--- src/rtl/cnt_pkg.sv ---
package cnt_pkg;

  typedef enum logic [1:0] {
    OP_HOLD  = 2'd0,
    OP_COUNT = 2'd1,
    OP_LOAD  = 2'd2,
    OP_CLEAR = 2'd3
  } cnt_op_t;

endpackage

--- src/rtl/cnt_ctrl.sv ---
module cnt_ctrl
  import cnt_pkg::*;
(
  input  logic    clear_n,
  input  logic    preset_n,
  input  logic    cnt_en,
  input  logic    chain_en,
  output cnt_op_t op
);

  always_comb begin
    if (!clear_n)                op = OP_CLEAR;
    else if (!preset_n)          op = OP_LOAD;
    else if (cnt_en && chain_en) op = OP_COUNT;
    else                         op = OP_HOLD;
  end

endmodule

--- src/rtl/cnt_next.sv ---
module cnt_next
  import cnt_pkg::*;
#(
  parameter int WIDTH = 4
) (
  input  cnt_op_t          op,
  input  logic [WIDTH-1:0] cur,
  input  logic [WIDTH-1:0] load_val,
  output logic [WIDTH-1:0] nxt
);

  logic [WIDTH:0]   ones_below;
  logic [WIDTH-1:0] inc;

  assign ones_below[0] = 1'b1;

  for (genvar i = 0; i < WIDTH; i++) begin : g_bit
    assign ones_below[i+1] = ones_below[i] & cur[i];
    assign inc[i]          = cur[i] ^ ones_below[i];
  end

  logic unused_top;
  assign unused_top = ones_below[WIDTH];

  always_comb begin
    unique case (op)
      OP_CLEAR: nxt = '0;
      OP_LOAD:  nxt = load_val;
      OP_COUNT: nxt = inc;
      default:  nxt = cur;
    endcase
  end

endmodule

--- src/rtl/cnt_state.sv ---
module cnt_state #(
  parameter int WIDTH       = 4,
  parameter bit ASYNC_CLEAR = 1'b1
) (
  input  logic             clk,
  input  logic             arst_n,
  input  logic [WIDTH-1:0] nxt,
  output logic [WIDTH-1:0] q
);

  if (ASYNC_CLEAR) begin : g_async
    always_ff @(posedge clk or negedge arst_n) begin
      if (!arst_n) q <= '0;
      else         q <= nxt;
    end
  end else begin : g_sync
    logic unused_arst;
    assign unused_arst = arst_n;
    always_ff @(posedge clk) begin
      q <= nxt;
    end
  end

endmodule

--- src/rtl/cnt_tc.sv ---
module cnt_tc #(
  parameter int WIDTH = 4
) (
  input  logic [WIDTH-1:0] cur,
  input  logic             chain_en,
  output logic             tc
);

  logic [WIDTH:0] all_hi;
  assign all_hi[0] = 1'b1;

  for (genvar i = 0; i < WIDTH; i++) begin : g_and
    assign all_hi[i+1] = all_hi[i] & cur[i];
  end

  assign tc = all_hi[WIDTH] & chain_en;

endmodule

--- src/rtl/presettable_counter.sv ---
module presettable_counter
  import cnt_pkg::*;
#(
  parameter int WIDTH       = 4,
  parameter bit ASYNC_CLEAR = 1'b1
) (
  input  logic             clk,
  input  logic             clear_n,
  input  logic             preset_n,
  input  logic             cnt_en,
  input  logic             chain_en,
  input  logic [WIDTH-1:0] preset_val,
  output logic [WIDTH-1:0] value,
  output logic             tc_out
);

  cnt_op_t          op;
  logic [WIDTH-1:0] nxt;

  cnt_ctrl u_ctrl (
    .clear_n  (clear_n),
    .preset_n (preset_n),
    .cnt_en   (cnt_en),
    .chain_en (chain_en),
    .op       (op)
  );

  cnt_next #(.WIDTH(WIDTH)) u_next (
    .op       (op),
    .cur      (value),
    .load_val (preset_val),
    .nxt      (nxt)
  );

  cnt_state #(.WIDTH(WIDTH), .ASYNC_CLEAR(ASYNC_CLEAR)) u_state (
    .clk    (clk),
    .arst_n (clear_n),
    .nxt    (nxt),
    .q      (value)
  );

  cnt_tc #(.WIDTH(WIDTH)) u_tc (
    .cur      (value),
    .chain_en (chain_en),
    .tc       (tc_out)
  );

endmodule

--- config.mk ---
export PLATFORM = sky130hd
export DESIGN_NAME = presettable_counter
export DESIGN_NICKNAME = d
export VERILOG_FILES = /design/src/rtl/cnt_pkg.sv /design/src/rtl/cnt_ctrl.sv /design/src/rtl/cnt_next.sv /design/src/rtl/cnt_state.sv /design/src/rtl/cnt_tc.sv /design/src/rtl/presettable_counter.sv
export SDC_FILE = /design/constraint.sdc
export NUM_CORES = 1
export LEC_CHECK = 0
export BUFFER_PORTS_ARGS = -buffer_cell sky130_fd_sc_hd__buf_2
export CAP_MARGIN = 20
export CORE_AREA = 4 4 41 43
export DETAILED_ROUTE_END_ITERATION = 16
export DIE_AREA = 0 0 45 47
export MAX_ROUTING_LAYER = met4
export PLACE_DENSITY = 0.53
export SETUP_SLACK_MARGIN = 0.15
export SLEW_MARGIN = 20
export SYNTH_ARGS = -nofsm -noshare
export SYNTH_HDL_FRONTEND = slang
export SYNTH_SLANG_ARGS = --single-unit
--- constraint.sdc ---
create_clock -name clk -period 2.7 [get_ports clk]
set_clock_uncertainty 0.15 [all_clocks]
set_input_delay 0.405 -clock clk [delete_from_list [all_inputs] [get_ports clk]]
set_output_delay 0.405 -clock clk [all_outputs]
set_load 0.1 [all_outputs]
==> flow_metrics.tcl <==
set metrics [dict create \
    drcViolationCount 0 \
    clockRootBuffer "clkbuf_4" \
    avgSynthCellArea_um2 10.39 \
    combPwrFrac_pct 30.9 \
    largest_register "u_state.q" \
    power_switching_w 0.00007588 \
    min_period_over_period_pct 81.69 \
    end_kind "output pin" \
    yosysSeqAreaShare_pct 37.04 \
    peakVddDrop_uv 207.1 \
    synth.largest_area_cell "dfrtp_1" \
    nets 55 \
    startpoint_type "register" \
    cp_max_fo 4 \
    swShare_pct 36.68 \
    cts_buffers 3 \
    finalCriticalPeriod_ps 2206 \
    vias 256 \
    viasPerCell 4.571 \
    start_util_pct 20.77 \
    overflow 0 \
    final_cell_area_um2 369.1 \
    fmax_ghz 0.4534 \
    internal_power_w 0.0001310 \
    synth_ff_type "dfrtp_1" \
    reg_top3 "u_state.q: 4 flops" \
    first_global_vias 282 \
    ys_top_cells_by_count "a21bo_1 (4), a31oi_1 (4), dfrtp_1 (4), o21ai_0 (4)" \
    final-instance-count-excl-fill 56 \
    final-setup-viol-count 0 \
    die-area_um2 2115 \
    synth_edf_count 0 \
    wire_per_inst_um 11.79 \
    setup_tns_ps 0 \
    port-buffer-count 13 \
    async_reset_ff_share_pct 100.0 \
    holdWs_ps 303.7 \
    mappedNetlistNets 38 \
    syn_to_final_growth_pct 36.57 \
    core_area_um2 1301 \
    drive_above_1_share_pct 41.46 \
    diodes 0 \
    wl_um 660 \
    fin_total_pwr_w 0.0002069 \
    clk_latency_ps 230 \
    post_cts_resize_count 0 \
    synth_area_leaders "dfrtp_1 (37%), a21bo_1 (15%), ha_1 (14%)" \
    run_status "completed" \
    hp-class "in2reg" \
    maxSlewViolCount 0 \
    grt_pass1_wl_um 1207 \
    rsz0062_at_grt "false" \
    tightest_slew_ps 486.2 \
    syn_inst 26 \
    grt_antenna_before_repair 0 \
    worstSetupPathType "reg2out" \
    htree_levels 1 \
    place_inst 52 \
    synth_cell_types 10 \
    cts_tree "done" \
    largest_reg_flops 4 \
    routabilityCongestion 0.6910 \
    clk_pin_slew_ps 40 \
    max_cap_violations 0 \
    clockPowerShare_pct 36.0 \
    cts_buffer_depth 2 \
    dpl.hpwl_um 518.6 \
    drtAntennaViolNets 0 \
    die_y_um 47 \
    yosys_register_bits 4 \
    gr-usage-all-layers_pct 8.816 \
    cts_sinks 4 \
    slew-limit-headroom_pct 67.81 \
    grt_max_degree 10 \
    synth_top_area_share_pct 37.04 \
    cellLeakagePower_nw 0.1940 \
    drtPass1Iterations 1 \
    yosysWarnings 0 \
    io_pins 14 \
    drt_iter0_markers 0 \
    synth_area_um2 270.3 \
    powerDensity_nw_per_um2 560.5 \
    rows 13 \
    place_area_um2 336.6 \
    cp.arrival_ps 1650 \
    cp.required_ps 2140 \
    pwr-share-seq_pct 33.1 \
    final-hold-violation-count 0 \
    die_x_um 45 \
]
[stage by stage]
| stage | utilization, % | setup WS (ps) |
|---|---|---|
| 3_5_place_dp | 25.87 | 730.9 |
| 3_3_place_gp | 25.87 | 760.6 |
| 2_1_floorplan | - | 223.2 |
| 5_1_grt | 28.37 | 431.7 |
| 6_report | 28.37 | 494.4 |
| 4_1_cts | 28.37 | 474.4 |
[per-layer routing]
metal / up-vias / share of wire [%] / GRT usage (%) / routed length [µm]
li1: 129 / - / - / -
met1: 113 / 50 / 11.39 / 329
met2: 14 / 38 / 10.45 / 248
met3: 0 / 12 / 3.448 / 82
met4: 0 / 0 / 7.018 / 0
met5: - / 0 / - / 0
[final timing paths]
| check | from | end | slack (ps) | depth (start not counted) |
|---|---|---|---|---|
| max | u_state.q[0]$_DFFE_PN0P_ | tc_out | 490 | 5 |
| min | preset_n | u_state.q[1]$_DFFE_PN0P_ | 300 | 2 |
| min reg2reg | u_state.q[0]$_DFFE_PN0P_ | u_state.q[0]$_DFFE_PN0P_ | 460 | 2 |
| min in group asynchronous | clear_n | u_state.q[1]$_DFFE_PN0P_ | 390 | 2 |
| max reg2reg | u_state.q[0]$_DFFE_PN0P_ | u_state.q[3]$_DFFE_PN0P_ | 1200 | 5 |
| max in group asynchronous | clear_n | u_state.q[3]$_DFFE_PN0P_ | 1860 | 2 |
[power by group through the flow]
stage	clock, W	sequential, W	combinational [W]
2_1_floorplan	0	0.000101	0.0000175
3_3_place_gp	0	0.0000689	0.0000631
3_5_place_dp	0	0.0000693	0.0000634
4_1_cts	0.0000796	0.0000686	0.0000644
5_1_grt	0.0000812	0.0000695	0.0000691
6_report	0.0000745	0.0000685	0.0000639
[repair_timing]
action	in CTS	in global routing
hold buffers	1	0
setup buffers	0	0
hold endpoints to repair	4	0
[kinds of logic (layout without fill, tap and decap cells)]
group,Yosys count,in the layout,share of synthesized area [%]
AOI/OAI and AO/OA,12,12,31.48
and+or+nand+nor,5,5,10.65
DFF,4,4,37.04
adders and majority gates,3,3,13.89
buffers and inverters,2,17,6.945
[placed cells by master (no fill, tap or decap), drive strengths merged]
cell type	count
a31oi	4
and2	1
dlygate4sd3	1
clkbuf	3
ha	3
buf	13
nand3	3
dfrtp	4
o21ai	4
nand3b	1
a21bo	4
[area by class of cell]
type	instances	area, µm²
Timing Repair Buffer	14	75.07
Clock buffer	3	22.52
Fill cell	152	932.1
Sequential cell	4	100.1
Multi-Input combinational cell	20	152.6
Tap cell	15	18.77
[critical path, cell delays in order, from the launching register on]
cell and delay (ps):
dfrtp_1 390, ha_1 210, ha_1 180, ha_1 170, and2_2 180, buf_2 280
(Power assumes the default switching activity.)
